==> config.mk <==
export PLATFORM = sky130hd
export DESIGN_NAME = cart_bank_ctrl
export DESIGN_NICKNAME = d
export VERILOG_FILES = /design/src/rtl/cart_bank_pkg.sv /design/src/rtl/cart_bank_decode.sv /design/src/rtl/cart_bank_datapath.sv /design/src/rtl/cart_bank_ctrl.sv
export SDC_FILE = /design/constraint.sdc
export NUM_CORES = 1
export LEC_CHECK = 0
export CORE_MARGIN = 2
export CORE_UTILIZATION = 35
export CTS_BUF_LIST = sky130_fd_sc_hd__clkbuf_16
export DETAILED_ROUTE_END_ITERATION = 8
export DONT_BUFFER_PORTS = 1
export GPL_ROUTABILITY_DRIVEN = 0
export GPL_TIMING_DRIVEN = 0
export HOLD_SLACK_MARGIN = 0.08
export PLACE_DENSITY = 0.55
export REMOVE_ABC_BUFFERS = 1
export SETUP_SLACK_MARGIN = 0.15
export SLEW_MARGIN = 20
export SYNTH_ARGS = -nofsm -noshare
export SYNTH_HDL_FRONTEND = slang
export SYNTH_HIERARCHICAL = 1
export SYNTH_SLANG_ARGS = --single-unit
==> constraint.sdc <==
create_clock -name clk -period 1.8 [get_ports clk]
set_input_delay 0 -clock clk [delete_from_list [all_inputs] [get_ports clk]]
set_output_delay 0 -clock clk [all_outputs]
set_load 0.02 [all_outputs]
==> src/rtl/cart_bank_pkg.sv <==
package cart_bank_pkg;

  // Decoded actions for one bus cycle, from control to datapath.
  typedef struct packed {
    logic ldRamEn;   // load RAM enable with ramEnVal
    logic ramEnVal;  // value for the RAM enable
    logic ldLower;   // load the low bank number
    logic ldUpper;   // load the high field
    logic ldMode;    // load the banking mode
    logic inRamWin;  // address lies in the RAM window
    logic ramWrReq;  // processor write in the RAM window
  } bankStrobe_t;

  typedef enum logic {
    MODE_ROM = 1'b0,
    MODE_RAM = 1'b1
  } bankMode_e;

endpackage

==> src/rtl/cart_bank_decode.sv <==
module cart_bank_decode
  import cart_bank_pkg::*;
#(
  parameter int ADDR_W = 16,
  parameter int DATA_W = 8,
  parameter logic [DATA_W-1:0] RAM_ON_CODE  = 8'h0A,
  parameter logic [DATA_W-1:0] RAM_OFF_CODE = 8'h00
) (
  input  logic              clk,
  input  logic              rstN,
  input  logic [ADDR_W-1:0] cpuAddr,
  input  logic [DATA_W-1:0] cpuWrData,
  input  logic              cpuWrEn,
  output bankStrobe_t       strobe
);

  // The top three address bits pick one 8 KiB region.
  localparam int REG_W = 3;
  localparam logic [REG_W-1:0] REGION_ENABLE = 3'd0;
  localparam logic [REG_W-1:0] REGION_LOWER  = 3'd1;
  localparam logic [REG_W-1:0] REGION_UPPER  = 3'd2;
  localparam logic [REG_W-1:0] REGION_MODE   = 3'd3;
  localparam logic [REG_W-1:0] REGION_RAM    = 3'd5;

  logic [REG_W-1:0] region;
  logic             isOnCode;
  logic             isOffCode;

  assign region    = cpuAddr[ADDR_W-1 -: REG_W];
  assign isOnCode  = (cpuWrData == RAM_ON_CODE);
  assign isOffCode = (cpuWrData == RAM_OFF_CODE);

  always_comb begin
    strobe          = '0;
    strobe.inRamWin = (region == REGION_RAM);
    strobe.ramWrReq = cpuWrEn && (region == REGION_RAM);
    strobe.ramEnVal = isOnCode;
    if (cpuWrEn) begin
      unique case (region)
        REGION_ENABLE: strobe.ldRamEn = isOnCode || isOffCode;
        REGION_LOWER:  strobe.ldLower = 1'b1;
        REGION_UPPER:  strobe.ldUpper = 1'b1;
        REGION_MODE:   strobe.ldMode  = 1'b1;
        default:       ;
      endcase
    end
  end

  // at most one register is loaded per cycle.
  p_one_load_r12: assert property (@(posedge clk) disable iff (!rstN)
    $onehot0({strobe.ldRamEn, strobe.ldLower, strobe.ldUpper, strobe.ldMode}));

  // a register load from the enable region carries one of the two codes.
  p_enable_code_r4: assert property (@(posedge clk) disable iff (!rstN)
    strobe.ldRamEn |-> (cpuWrData == RAM_ON_CODE || cpuWrData == RAM_OFF_CODE));

endmodule

==> src/rtl/cart_bank_datapath.sv <==
module cart_bank_datapath
  import cart_bank_pkg::*;
#(
  parameter int ADDR_W    = 16,
  parameter int DATA_W    = 8,
  parameter int LOWER_W   = 5,
  parameter int UPPER_W   = 2,
  parameter int ROM_OFF_W = 14,
  parameter int RAM_OFF_W = 13,
  localparam int BANK_W     = LOWER_W + UPPER_W,
  localparam int ROM_ADDR_W = ROM_OFF_W + BANK_W,
  localparam int RAM_ADDR_W = RAM_OFF_W + UPPER_W
) (
  input  logic                  clk,
  input  logic                  rstN,
  input  logic [ADDR_W-1:0]     cpuAddr,
  input  logic [DATA_W-1:0]     cpuWrData,
  input  bankStrobe_t           strobe,
  input  logic [DATA_W-1:0]     romRdData,
  input  logic [DATA_W-1:0]     ramRdData,
  output logic [ROM_ADDR_W-1:0] romAddr,
  output logic [RAM_ADDR_W-1:0] ramAddr,
  output logic                  ramWrEn,
  output logic [DATA_W-1:0]     cpuRdData
);

  localparam logic [LOWER_W-1:0] LOWER_RESET = LOWER_W'(1);

  logic               ramEnQ;
  bankMode_e          modeQ;
  logic [UPPER_W-1:0] upperQ;
  logic [LOWER_W-1:0] lowerQ;

  logic [LOWER_W-1:0] lowerField;
  logic [LOWER_W-1:0] lowerNext;
  logic [BANK_W-1:0]  romBank;
  logic [UPPER_W-1:0] ramBank;
  logic               inSwitch;
  logic               inRom;

  // A zero low bank number is replaced by 1, tested on the masked field.
  assign lowerField = cpuWrData[LOWER_W-1:0];
  assign lowerNext  = (lowerField == '0) ? LOWER_RESET : lowerField;

  always_ff @(posedge clk or negedge rstN) begin
    if (!rstN) begin
      ramEnQ <= 1'b0;
      modeQ  <= MODE_ROM;
      upperQ <= '0;
      lowerQ <= LOWER_RESET;
    end else begin
      if (strobe.ldRamEn) ramEnQ <= strobe.ramEnVal;
      if (strobe.ldLower) lowerQ <= lowerNext;
      if (strobe.ldUpper) upperQ <= cpuWrData[UPPER_W-1:0];
      if (strobe.ldMode)  modeQ  <= bankMode_e'(cpuWrData[0]);
    end
  end

  // The mode decides where the high field goes.
  always_comb begin
    if (modeQ == MODE_RAM) begin
      romBank = {{UPPER_W{1'b0}}, lowerQ};
      ramBank = upperQ;
    end else begin
      romBank = {upperQ, lowerQ};
      ramBank = '0;
    end
  end

  assign inRom    = !cpuAddr[ADDR_W-1];
  assign inSwitch = cpuAddr[ROM_OFF_W];

  assign romAddr = inSwitch ? {romBank, cpuAddr[ROM_OFF_W-1:0]}
                            : {{BANK_W{1'b0}}, cpuAddr[ROM_OFF_W-1:0]};
  assign ramAddr = {ramBank, cpuAddr[RAM_OFF_W-1:0]};
  assign ramWrEn = strobe.ramWrReq && ramEnQ;

  always_comb begin
    if (inRom)                          cpuRdData = romRdData;
    else if (strobe.inRamWin && ramEnQ) cpuRdData = ramRdData;
    else                                cpuRdData = '1;
  end

  // after a low-bank load the stored number is never zero.
  p_lower_nonzero_r5: assert property (@(posedge clk) disable iff (!rstN)
    strobe.ldLower |=> (lowerQ != '0));

  // the RAM enable moves only on an enable load.
  p_enable_hold_r4: assert property (@(posedge clk) disable iff (!rstN)
    !strobe.ldRamEn |=> (ramEnQ == $past(ramEnQ)));

  // the fixed window always shows bank 0.
  p_fixed_bank_r2: assert property (@(posedge clk) disable iff (!rstN)
    (inRom && !inSwitch) |-> (romAddr[ROM_ADDR_W-1:ROM_OFF_W] == '0));

  // in ROM banking mode the RAM bank is 0.
  p_ram_bank_zero_r8: assert property (@(posedge clk) disable iff (!rstN)
    (modeQ == MODE_ROM) |-> (ramAddr[RAM_ADDR_W-1:RAM_OFF_W] == '0));

  // no RAM write reaches the RAM while RAM is off.
  p_ram_write_gate_r10: assert property (@(posedge clk) disable iff (!rstN)
    ramWrEn |-> (ramEnQ && strobe.inRamWin));

  // a RAM-window read with RAM off returns all ones.
  p_ram_off_ones_r11: assert property (@(posedge clk) disable iff (!rstN)
    (strobe.inRamWin && !ramEnQ) |-> (cpuRdData == '1));

endmodule

==> src/rtl/cart_bank_ctrl.sv <==
module cart_bank_ctrl
  import cart_bank_pkg::*;
#(
  parameter int ADDR_W    = 16,
  parameter int DATA_W    = 8,
  parameter int LOWER_W   = 5,
  parameter int UPPER_W   = 2,
  parameter int ROM_OFF_W = 14,
  parameter int RAM_OFF_W = 13,
  localparam int ROM_ADDR_W = ROM_OFF_W + LOWER_W + UPPER_W,
  localparam int RAM_ADDR_W = RAM_OFF_W + UPPER_W
) (
  input  logic                  clk,
  input  logic                  rstN,
  input  logic [ADDR_W-1:0]     cpuAddr,
  input  logic [DATA_W-1:0]     cpuWrData,
  input  logic                  cpuWrEn,
  input  logic [DATA_W-1:0]     romRdData,
  input  logic [DATA_W-1:0]     ramRdData,
  output logic [ROM_ADDR_W-1:0] romAddr,
  output logic [RAM_ADDR_W-1:0] ramAddr,
  output logic                  ramWrEn,
  output logic [DATA_W-1:0]     cpuRdData
);

  bankStrobe_t strobe;

  cart_bank_decode #(
    .ADDR_W (ADDR_W),
    .DATA_W (DATA_W)
  ) i_decode (
    .clk       (clk),
    .rstN      (rstN),
    .cpuAddr   (cpuAddr),
    .cpuWrData (cpuWrData),
    .cpuWrEn   (cpuWrEn),
    .strobe    (strobe)
  );

  cart_bank_datapath #(
    .ADDR_W    (ADDR_W),
    .DATA_W    (DATA_W),
    .LOWER_W   (LOWER_W),
    .UPPER_W   (UPPER_W),
    .ROM_OFF_W (ROM_OFF_W),
    .RAM_OFF_W (RAM_OFF_W)
  ) i_datapath (
    .clk       (clk),
    .rstN      (rstN),
    .cpuAddr   (cpuAddr),
    .cpuWrData (cpuWrData),
    .strobe    (strobe),
    .romRdData (romRdData),
    .ramRdData (ramRdData),
    .romAddr   (romAddr),
    .ramAddr   (ramAddr),
    .ramWrEn   (ramWrEn),
    .cpuRdData (cpuRdData)
  );

endmodule

==> results of run 1 <==
[synthesized netlist by cell type]
master    number
mux2_2         8
nor4bb_1       2
dfstp_2        1
nor4_2         1
and4b_1        1
and2_1        10
nand2_1        1
or4b_1         1
a31oi_1        9
nor3_1         1
buf_2          1
xor2_1         1
or4_4          1
inv_1          9
nor2_1         9
clkbuf_1       2
or4_1          1
or2_2          1
and3b_1        3
dfrtp_1        8
buf_4         28
[power by group through the flow]
stage	clock [mW]	combinational (mW)	sequential [mW]
floorplan	0	0.134	0.263
global placement	0	0.145	0.268
detailed placement	0	0.145	0.270
CTS	0.392	0.243	0.268
global route	0.403	0.259	0.275
finish	0.383	0.243	0.268
[worst max-delay path, delay by kind of cell]
kind	cells	cell delay, ns
buffers and inverters	1	0.65
AND/OR/NAND/NOR	1	0.47
multiplexers	1	0.38
[per-layer routing]
layer | vias up | wire length [µm] | global-route usage
met1 | 288 | 816 | 0.170
met5 | - | 0 | 0
met2 | 60 | 866 | 0.225
met4 | 0 | 23 | 0.0897
met3 | 4 | 322 | 0.0819
li1 | 292 | - | -
[flip-flops by register name, summed over array words and instances (netlist names)]
register / count
i_datapath/lowerQ: 5
i_datapath/modeQ: 1
i_datapath/ramEnQ: 1
i_datapath/upperQ: 2
[final timing paths]
kind	to	slack, ns
setup / recovery	i_datapath/upperQ[1]	0.41
hold / removal	i_datapath/lowerQ[3]	0.09
setup reg to reg	i_datapath/lowerQ[0]	0.48
hold reg to reg	i_datapath/lowerQ[4]	0.50
max in group asynchronous	i_datapath/lowerQ[0]	1.34
min in group asynchronous	i_datapath/lowerQ[3]	0.14
[per-stage QoR]
step           total power [mW]  cell area (µm²)  instances
2_1_floorplan             0.397              624         68
3_3_place_gp              0.413              659         96
3_5_place_dp              0.415              659         96
4_1_cts                   0.903              958        122
5_1_grt                   0.937              965        122
6_report                  0.893              965        122
[what timing repair did]
item                      4_1_cts  5_1_grt
hold endpoints to repair       44        0
buffers inserted                0        0
resized for setup               0        0
hold buffers                   22        0
[cells by family after synthesis]
kind of cell	synth area share
buffers and inverters	0.303
and+or+nand+nor	0.247
AOI/OAI and AO/OA	0.0665
xor gates and xnor gates	0.0103
muxes	0.106
DFF	0.267
[final cells by class]
class / instances / area share
multi-input combinational: 50 / 0.384
sequential: 9 / 0.235
timing repair buffer: 22 / 0.228
clock buffer: 3 / 0.0778
tap: 28 / 0.0363
inverter: 9 / 0.0350
clock inverter: 1 / 0.00389
==> reports/metrics.csv, run 1 <==
stage,metric,value,unit
cts,Inserted Clock Buffers,3,
setup_path,Required @ worst endpoint,1.91,ns
timing,post-layout minimum cycle time,1.39,ns
setup_path,CP Launch Point,cpuAddr[13],
setup_path,slowest CP cell,dlygate4sd3_1,
cts,CTS tree,yes,
synth,cells after synthesis,99,
finish,Layout area overhead,13.9,%
placed_design,I/O Buffers,0,
timing,endpoints failing setup,0,
hold_path,Worst Hold Class,in -> reg,
synth,Synth area leaders,"buf_4 25%, dfrtp_1 24%, mux2_2 11%",
finish,Final Core Density,0.428,
setup_path,CP Data Arrival Time,1.50,ns
detailed_routing,routed via count,644,
synth,average size of a mapped cell,8.56,µm²
finish,footprint of the multi-input gates,370,µm²
finish,"commonest non-fill, non-tap cell in the layout",dlygate4sd3_1,
synth,"Seq/Total Area, Yosys",0.267,
floorplan,Initial Util,0.376,
placed_design,pre-CTS WS,0.350,ns
finish,most frequent cells in the layout,"22 x dlygate4sd3_1, 10 x inv_1, 10 x and2_1",
setup_path,endpoint class of the critical path,flop,
timing,RSZ-0062 raised after global routing,false,
detailed_routing,Antenna Violating Nets Remaining,0,
cts,Clock Sinks,9,
detailed_routing,# DRC,0,
floorplan,die span in x,53.2,µm
cts,Clock Root Buffer,clkbuf_16,
timing,FMAX,720,MHz
detailed_routing,TritonRoute pass-1 iters,3,
grt,GR Overflow Total,0,
timing,Final period util,0.772,
power,clock group share of total power,0.429,
power,Pleak,0.424,nW
setup_path,CP Cell Sequence,dlygate4sd3_1 -> nor4bb_1 -> mux2_2,
cts,Worst-path clk slew,0.04,ns
power,Cell Int Power,633,µW
setup_path,critical path class,in -> reg,
grt,gr usage total,0.152,
floorplan,IO Count,88,
timing,setup_tns,0,ns
timing,Worst slew margin,0.515,
detailed_routing,Post-Route WL,2030,µm
setup_path,R2R cell count,3,
finish,fin nets,138,
timing,Setup WS post-layout,0.411,ns
power,Comb pwr share,0.272,
grt,first-pass GRT wire length,2930,µm
setup_path,Startpoint Class,input port,
finish,Ant. Diodes,0,
floorplan,die area,0.00283,mm²
synth,Yosys top cell by area,buf_4,
placed_design,detailed placement HPWL,1450,µm
setup_path,critical path's largest stage delay,0.65,ns
job,max-cap violations,0,
power,Net Sw Power,260,µW
timing,clk_skew,0,ns
detailed_routing,Initial DRC Count,1,
power,peak supply drop,0.000462,V
synth,top cell type's share of synthesized area,0.248,
floorplan,core area,0.00225,mm²
hold_path,worst hold path depth,2,
finish,Sequential Area,226,µm²
floorplan,row count,17,
grt,largest net degree at the start of global routing,22,
timing,worst hold slack,0.0896,ns
grt,initial antenna violation count,0,
synth,post-synthesis register bit count,9,
power,Reg power frac,0.299,
cts,"Clk Latency, worst-skew pair",0.23,ns
timing,Fin. Hold Viols,0,
power,switch share,0.291,
timing,worst slew pin tran,0.717,ns
floorplan,Chip Height,53.2,µm
outcome,status,finished clean,
power,pwr/cell area,926,mW/mm²
detailed_routing,routed vias/inst,5.28,
synth,Cell variety after synth,21,
detailed_routing,WL/cell,16.6,µm
setup_path,worst r2r src,i_datapath/lowerQ[0],
synth,Syn Std Cell Area,847,µm²
cts,CTS Buffer Depth,2,
finish,layout cells sized above 1,0.170,
setup_path,"Max FO, Critical Path",5,
grt,vias in the first global route,629,
cts,htree depth,1,
synth,synth warn,6,
timing,max-slew violations,0,
finish,Fillers,225,
hold_path,Min-Delay Startpoint,cpuAddr[14],
Power figures use the tool's default switching activity.
==> run 2, diff against run 1 <==
--- a/config.mk
+++ b/config.mk
@@ -5,6 +5,7 @@
 export SDC_FILE = /design/constraint.sdc
 export NUM_CORES = 1
 export LEC_CHECK = 0
+export ABC_AREA = 1
 export CORE_MARGIN = 2
 export CORE_UTILIZATION = 35
 export CTS_BUF_LIST = sky130_fd_sc_hd__clkbuf_16
@@ -13,7 +14,7 @@
 export GPL_ROUTABILITY_DRIVEN = 0
 export GPL_TIMING_DRIVEN = 0
 export HOLD_SLACK_MARGIN = 0.08
-export PLACE_DENSITY = 0.55
+export PLACE_DENSITY = 0.57
 export REMOVE_ABC_BUFFERS = 1
 export SETUP_SLACK_MARGIN = 0.15
 export SLEW_MARGIN = 20
==> constraint.sdc (replaced) <==
create_clock -name clk -period 1.1 [get_ports clk]
set_input_delay 0 -clock clk [delete_from_list [all_inputs] [get_ports clk]]
set_output_delay 0 -clock clk [all_outputs]
set_load 0.02 [all_outputs]
==> run 2 against run 1 <==
Total power is 75% higher. Clock-buffer cell count unchanged. Via count grew 30%. Register-to-register slack lost 0.18 ns. Clock power up 69%. Setup slack worse by 0.30 ns. Critical path depth stayed put. Sequential share of layout area fell by 3.6 points. Non-clock buffer count increased by 2. Worst hold slack worse by 0.046 ns. Clock skew unchanged. Cell count is 41% higher.
==> reports/metrics.csv, run 2 <==
stage,metric,value,unit,change
cts,Worst-path clk slew,0.04,ns,about the same
synth,Synth Flop Type,dfrtp_1,,unchanged
timing,endpoints failing setup,0,,unchanged
finish,"commonest non-fill, non-tap cell in the layout",nand2_1,,was dlygate4sd3_1
finish,largest registers,"i_datapath/lowerQ: 5 flops, i_datapath/upperQ: 2 flops",,unchanged
power,pwr/cell area,1370,mW/mm²,was 926 mW/mm²
synth,"Seq/Total Area, Yosys",0.251,,was 0.267
grt,met3 usage in global routing,0.0628,,was 0.0819
setup_path,r2r endpoint,i_datapath/lowerQ[0],,unchanged
setup_path,Required @ worst endpoint,1.10,ns,was 1.91 ns
finish,Final Core Density,0.466,,was 0.428
timing,RSZ-0062 raised after global routing,true,,was false
synth,top cell type's share of synthesized area,0.233,,was 0.248
placed_design,I/O Buffers,0,,unchanged
floorplan,row count,18,,was 17
synth,Yosys top cell by area,buf_4,,unchanged
cts,CTS tree,yes,,unchanged
finish,Layout area overhead,26.9,%,was 13.9%
floorplan,core area,0.00245,mm²,was 0.00225 mm²
timing,setup_tns,0,ns,unchanged
synth,synth warn,6,,unchanged
timing,Fin. Hold Viols,0,,unchanged
setup_path,endpoint class of the critical path,output pin,,was flop
timing,max-slew violations,0,,unchanged
timing,Final period util,0.901,,
grt,grt met1 use,0.196,,was 0.170
setup_path,CP Data Arrival Time,0.99,ns,was 1.50 ns
finish,"non-filler cells, final",172,,was 122
hold_path,Min-Delay Startpoint,cpuWrEn,,was cpuAddr[14]
synth,"count leader, synth",nand2_1,,was buf_4
timing,worst slew pin tran,0.506,ns,was 0.717 ns
detailed_routing,# DRC,0,,unchanged
synth,Post-synth EDFFs,0,,unchanged
cts,"Clk Latency, worst-skew pair",0.23,ns,about the same
finish,"Most flops, register",i_datapath/lowerQ,,unchanged
placed_design,placed insts,144,,was 96
hold_path,Worst Hold Class,in -> reg,,unchanged
grt,met2 Usage GRT,0.264,,was 0.225
synth,Synth area leaders,"buf_4 23%, dfrtp_1 22%, nand2_1 20%",,"was buf_4 25%, dfrtp_1 24%, mux2_2 11%"
grt,gr usage total,0.169,,was 0.152
detailed_routing,Antenna Violating Nets Remaining,0,,unchanged
detailed_routing,WL/cell,14.4,µm,was 16.6 µm
synth,Cell variety after synth,17,,was 21
detailed_routing,TritonRoute pass-1 iters,4,,was 3
cts,Inserted Clock Buffers,3,,unchanged
power,peak supply drop,0.00127,V,was 0.000462 V
grt,busiest grt layer,met2,,unchanged
detailed_routing,Initial DRC Count,10,,was 1
cts,htree depth,1,,unchanged
floorplan,die area,0.00300,mm²,was 0.00283 mm²
timing,post-layout minimum cycle time,0.991,ns,
grt,largest net degree at the start of global routing,11,,was 22
timing,clk_skew,0,ns,unchanged
synth,average size of a mapped cell,6.34,µm²,was 8.56 µm²
hold_path,WHS Endpoint,i_datapath/upperQ[1],,was i_datapath/lowerQ[3]
synth,post-synthesis register bit count,9,,unchanged
power,Pleak,0.590,nW,was 0.424 nW
setup_path,"Max FO, Critical Path",8,,was 5
setup_path,R2R cell count,2,,was 3
synth,synth cell count leaders,"47 x nand2_1, 28 x buf_4, 19 x inv_1",,"was 28 x buf_4, 10 x and2_1, 9 x a31oi_1, 9 x inv_1, 9 x nor2_1"
job,max-cap violations,0,,unchanged
finish,most frequent cells in the layout,"37 x nand2_1, 21 x dlygate4sd3_1, 15 x inv_1",,"was 22 x dlygate4sd3_1, 10 x inv_1, 10 x and2_1"
hold_path,worst hold path depth,4,,was 2
setup_path,r2r setup slk,0.30,ns,was 0.48 ns
detailed_routing,routed via count,840,,was 644
cts,CTS Buffer Depth,2,,unchanged
cts,Clock Sinks,9,,unchanged
floorplan,Chip Height,54.7,µm,was 53.2 µm
grt,first-pass GRT wire length,3460,µm,was 2930 µm
finish,max reg flops,5,,unchanged
grt,GR Overflow Total,0,,unchanged
grt,vias in the first global route,768,,was 629
placed_design,detailed placement HPWL,1630,µm,was 1450 µm
floorplan,IO Count,88,,unchanged
detailed_routing,Post-Route WL,2470,µm,was 2030 µm
synth,cells after synthesis,142,,was 99
floorplan,die span in x,54.7,µm,was 53.2 µm
grt,initial antenna violation count,0,,unchanged
finish,Fillers,245,,was 225
timing,Worst slew margin,0.661,,was 0.515
setup_path,Startpoint Class,flop,,was input port
timing,FMAX,1010,MHz,
setup_path,worst r2r src,i_datapath/lowerQ[0],,unchanged
finish,Final Instance Area,0.00114,mm²,was 965 µm²
finish,layout cells sized above 1,0.324,,was 0.170
outcome,status,finished clean,,unchanged
detailed_routing,routed vias/inst,4.88,,was 5.28
synth,Syn Std Cell Area,901,µm²,was 847 µm²
placed_design,placed inst area,728,µm²,was 659 µm²
synth,Post-synth ARST share,1.00,,unchanged
cts,Clock Root Buffer,clkbuf_16,,unchanged
setup_path,critical path class,reg -> out,,was in -> reg
finish,Ant. Diodes,0,,unchanged
floorplan,Initial Util,0.367,,was 0.376
finish,fin nets,186,,was 138
-- run 2: cell types whose count changed after synthesis, sizes merged, moves of 8 or more --
cell / delta
and2: -9
o21ai: +12
a31oi: -9
inv: +15
mux2: -8
nand2: +49
-- run 2: how the worst max path moves through the flow --
stage | start | endpoint | cells past startpoint
final | i_datapath/ramEnQ | cpuRdData[5] | 3
after detailed placement | i_datapath/modeQ | romAddr[19] | 1
after global routing | i_datapath/ramEnQ | cpuRdData[7] | 3
after floorplan | i_datapath/modeQ | romAddr[19] | 1
after CTS | i_datapath/ramEnQ | cpuRdData[5] | 3
after global placement | i_datapath/modeQ | romAddr[19] | 1
-- run 2: per-stage QoR --
step	setup slack (ns)	total power, mW	hold WS (ns)
3_3_place_gp	0.132	0.687	-0.295
5_1_grt	0.0378	1.65	0.0857
2_1_floorplan	0.180	0.659	-0.296
6_report	0.109	1.56	0.0431
4_1_cts	0.100	1.54	-0.0126
3_5_place_dp	0.123	0.695	-0.295
-- run 2: what timing repair did --
item / 4_1_cts / 5_1_grt
buffers inserted: 1 / 0
resized for setup: 23 / 17
hold buffers: 21 / 2
endpoints found under the setup margin: 11 / 16
endpoints found under the hold margin: 45 / 4
pin swaps: 11 / 5
-- run 2: critical path: stages, from the launching register on --
cell,delay (ns)
dfrtp_1,0.38
nand2_4,0.12
o21ai_2,0.15
nand2_2,0.11
-- run 2: logic make-up after synthesis --
logic type / after synthesis / synth area share
buffers and inverters: 52 / 0.333
AOI/OAI and AO/OA: 13 / 0.0722
DFF: 9 / 0.251
and+or+nand+nor: 68 / 0.343
-- run 2: routing by layer --
layer  share of wire  wire length [µm]
met3           0.085               210
met4           0.019                48
met1            0.42              1030
met5               0                 0
met2            0.48              1180
-- run 2: power breakdown --
group          internal [mW]  total (mW)  switching [mW]  leakage, nW
clock                  0.480       0.649           0.169       0.0409
combinational          0.145       0.467           0.322        0.444
sequential             0.399       0.448          0.0490        0.105
total                   1.02        1.56           0.541        0.590
-- run 2: cell type report --
class | instances | area (µm²) | share of cell area
multi-input combinational | 81 | 465 | 0.407
timing repair buffer | 24 | 243 | 0.212
sequential | 9 | 228 | 0.199
inverter | 24 | 90.1 | 0.0788
clock buffer | 3 | 75.1 | 0.0656
tap | 30 | 37.5 | 0.0328
clock inverter | 1 | 5.00 | 0.00438
==> run 3, diff against run 2 <==
--- a/config.mk
+++ b/config.mk
@@ -6,7 +6,7 @@
 export NUM_CORES = 1
 export LEC_CHECK = 0
 export ABC_AREA = 1
-export CORE_MARGIN = 2
+export CORE_MARGIN = 3
 export CORE_UTILIZATION = 35
 export CTS_BUF_LIST = sky130_fd_sc_hd__clkbuf_16
 export DETAILED_ROUTE_END_ITERATION = 8
==> run 3 against run 2 <==
Worst hold slack worse by 0.043 ns. Non-clock buffer count down 2. Clock power down 2%. Clock-buffer cell count unchanged. Combinational power down 4.5%. Via count down 5.0%. Critical path depth unchanged. Routed wire length down 0.57%. Critical path type unchanged. Largest power group unchanged. Highest routed layer unchanged.
==> reports/metrics.csv, run 3 (synthesis gave the netlist of run 2 again) <==
stage,metric,value,unit,change
grt,vias in the first global route,818,,was 768
finish,"commonest non-fill, non-tap cell in the layout",nand2_1,,unchanged
grt,first-pass GRT wire length,3860,µm,was 3460 µm
timing,Fin. Hold Viols,0,,unchanged
detailed_routing,# DRC,0,,unchanged
placed_design,I/O Buffers,0,,unchanged
timing,worst slew pin tran,0.468,ns,was 0.506 ns
grt,largest net degree at the start of global routing,11,,unchanged
setup_path,critical path class,reg -> out,,unchanged
setup_path,"Max FO, Critical Path",8,,unchanged
detailed_routing,Antenna Violating Nets Remaining,0,,unchanged
floorplan,core area,0.00232,mm²,was 0.00245 mm²
floorplan,Initial Util,0.389,,was 0.367
cts,CTS tree,yes,,unchanged
timing,endpoints failing setup,0,,unchanged
detailed_routing,TritonRoute pass-1 iters,4,,unchanged
placed_design,pre-CTS WS,0.123,ns,about the same
finish,Final Instance Area,0.00110,mm²,was 0.00114 mm²
cts,Clock Sinks,9,,unchanged
setup_path,endpoint class of the critical path,output pin,,unchanged
floorplan,IO Count,88,,unchanged
power,pwr/cell area,1390,mW/mm²,was 1370 mW/mm²
timing,RSZ-0062 raised after global routing,true,,unchanged
job,max-cap violations,0,,unchanged
grt,initial antenna violation count,0,,unchanged
placed_design,placed inst area,726,µm²,was 728 µm²
detailed_routing,Initial DRC Count,15,,was 10
power,peak supply drop,0.000805,V,was 0.00127 V
cts,Inserted Clock Buffers,3,,unchanged
detailed_routing,met2 wire length,1300,µm,was 1180 µm
timing,Final period util,0.913,,was 0.901
cts,# hold bufs at CTS,22,,was 21
finish,Layout area overhead,22.2,%,was 26.9%
detailed_routing,routed wl met3,138,µm,was 210 µm
finish,Ant. Diodes,0,,unchanged
finish,layout cells sized above 1,0.279,,was 0.324
finish,"Most flops, register",i_datapath/lowerQ,,unchanged
timing,Setup WS post-layout,0.0957,ns,was 0.109 ns
cts,CTS Buffer Depth,2,,unchanged
timing,clk_skew,0,ns,unchanged
detailed_routing,WL/cell,14.6,µm,was 14.4 µm
power,Cell Int Power,1.01,mW,was 1.02 mW
floorplan,Chip Height,56.7,µm,was 54.7 µm
cts,Clock Root Buffer,clkbuf_16,,unchanged
grt,gr usage total,0.152,,was 0.169
floorplan,die area,0.00322,mm²,was 0.00300 mm²
setup_path,CP Data Arrival Time,1.00,ns,was 0.99 ns
finish,max reg flops,5,,unchanged
detailed_routing,Max Used Layer,met4,,unchanged
grt,GR Overflow Total,0,,unchanged
power,Reg power frac,0.291,,was 0.286
detailed_routing,met1 wire length,1010,µm,was 1030 µm
timing,post-layout minimum cycle time,1.00,ns,was 0.991 ns
placed_design,detailed placement HPWL,1660,µm,was 1630 µm
timing,Worst slew margin,0.687,,was 0.661
floorplan,row count,17,,was 18
cts,htree depth,1,,unchanged
finish,Fillers,238,,was 245
placed_design,placed insts,142,,was 144
finish,most frequent cells in the layout,"39 x nand2_1, 19 x dlygate4sd3_1, 18 x inv_1",,"was 37 x nand2_1, 21 x dlygate4sd3_1, 15 x inv_1"
detailed_routing,routed vias/inst,4.75,,was 4.88
finish,fin nets,184,,was 186
power,total power,1.53,mW,was 1.56 mW
power,switch share,0.339,,was 0.346
timing,FMAX,996,MHz,was 1010 MHz
power,Comb pwr share,0.292,,was 0.299
detailed_routing,routed via count,798,,was 840
power,Net Sw Power,518,µW,was 541 µW
hold_path,Worst Hold Class,in -> out,,was in -> reg
cts,"Clk Latency, worst-skew pair",0.23,ns,about the same
finish,"non-filler cells, final",168,,was 172
finish,largest registers,"i_datapath/lowerQ: 5 flops, i_datapath/upperQ: 2 flops",,unchanged
timing,setup_tns,0,ns,unchanged
outcome,status,finished clean,,unchanged
timing,max-slew violations,0,,unchanged
power,Pleak,0.583,nW,was 0.590 nW
setup_path,Required @ worst endpoint,1.10,ns,about the same
cts,Worst-path clk slew,0.04,ns,about the same
setup_path,Startpoint Class,flop,,unchanged
floorplan,die span in x,56.7,µm,was 54.7 µm
detailed_routing,Post-Route WL,2460,µm,was 2470 µm
power,clock group share of total power,0.418,,was 0.415
run 3: cell types whose count changed in the layout (fill, tap and decap cells not counted):
| cell | change |
|---|---|
| nor2_2 | -1 |
| inv_1 | +3 |
| clkinv_2 | -1 |
| nor3_1 | +1 |
| inv_2 | -2 |
| nand2_2 | -2 |
| nor3_4 | -1 |
| nor2_1 | +1 |
| nand2_1 | +2 |
| dlygate4sd3_1 | -2 |
run 3: final cells by class:
type | count | area [µm²] | area share
Clock buffer | 3 | 75.1 | 0.0682
Timing Repair Buffer | 22 | 223 | 0.202
Tap cell | 28 | 35.0 | 0.0318
Sequential cell | 9 | 228 | 0.207
Inverter | 24 | 90.1 | 0.0818
Multi-Input combinational cell | 81 | 447 | 0.406
Clock inverter | 1 | 3.75 | 0.00341
run 3: path summary, 6_finish.rpt:
kind | startpoint | endpoint | slack, ns | cells past startpoint
min | cpuAddr[13] | romAddr[13] | 0.00001 | 0
min in group asynchronous | rstN | i_datapath/upperQ[1] | 0.14 | 1
max | i_datapath/ramEnQ | cpuRdData[2] | 0.1 | 3
max reg2reg | i_datapath/ramEnQ | i_datapath/ramEnQ | 0.33 | 3
max in group asynchronous | rstN | i_datapath/lowerQ[0] | 0.63 | 1
min reg2reg | i_datapath/lowerQ[2] | i_datapath/lowerQ[2] | 0.47 | 2
run 3: power groups by stage:
stage	Sequential (mW)	Combinational [mW]	Clock (mW)
2_1_floorplan	0.430	0.229	0
3_3_place_gp	0.436	0.249	0
3_5_place_dp	0.439	0.254	0
4_1_cts	0.443	0.447	0.642
5_1_grt	0.453	0.484	0.673
6_report	0.444	0.446	0.639
run 3: metal layers:
metal	global-route usage	vias up
li1	-	394
met4	0.0497	0
met5	0	-
met2	0.249	29
met1	0.191	373
met3	0.0414	2
run 3: repair_timing:
| action | in CTS | in global routing |
|---|---|---|
| buffers inserted | 1 | 0 |
| pin swaps | 10 | 8 |
| setup endpoints to repair | 11 | 13 |
| endpoints found under the hold margin | 45 | 3 |
| resized for setup | 30 | 3 |
| cloned | 0 | 0 |
run 3: metrics by stage:
step	utilization	hold WS [ns]
floorplan	-	-0.296
global placement	0.313	-0.295
detailed placement	0.313	-0.295
CTS	0.477	0.000332
global route	0.475	0.000245
finish	0.475	0.0000112
run 3: critical path, stage by stage (launching register included):
cell	delay, ns
dfrtp_1	0.38
nand2_4	0.12
o21ai_2	0.15
nand2_2	0.12
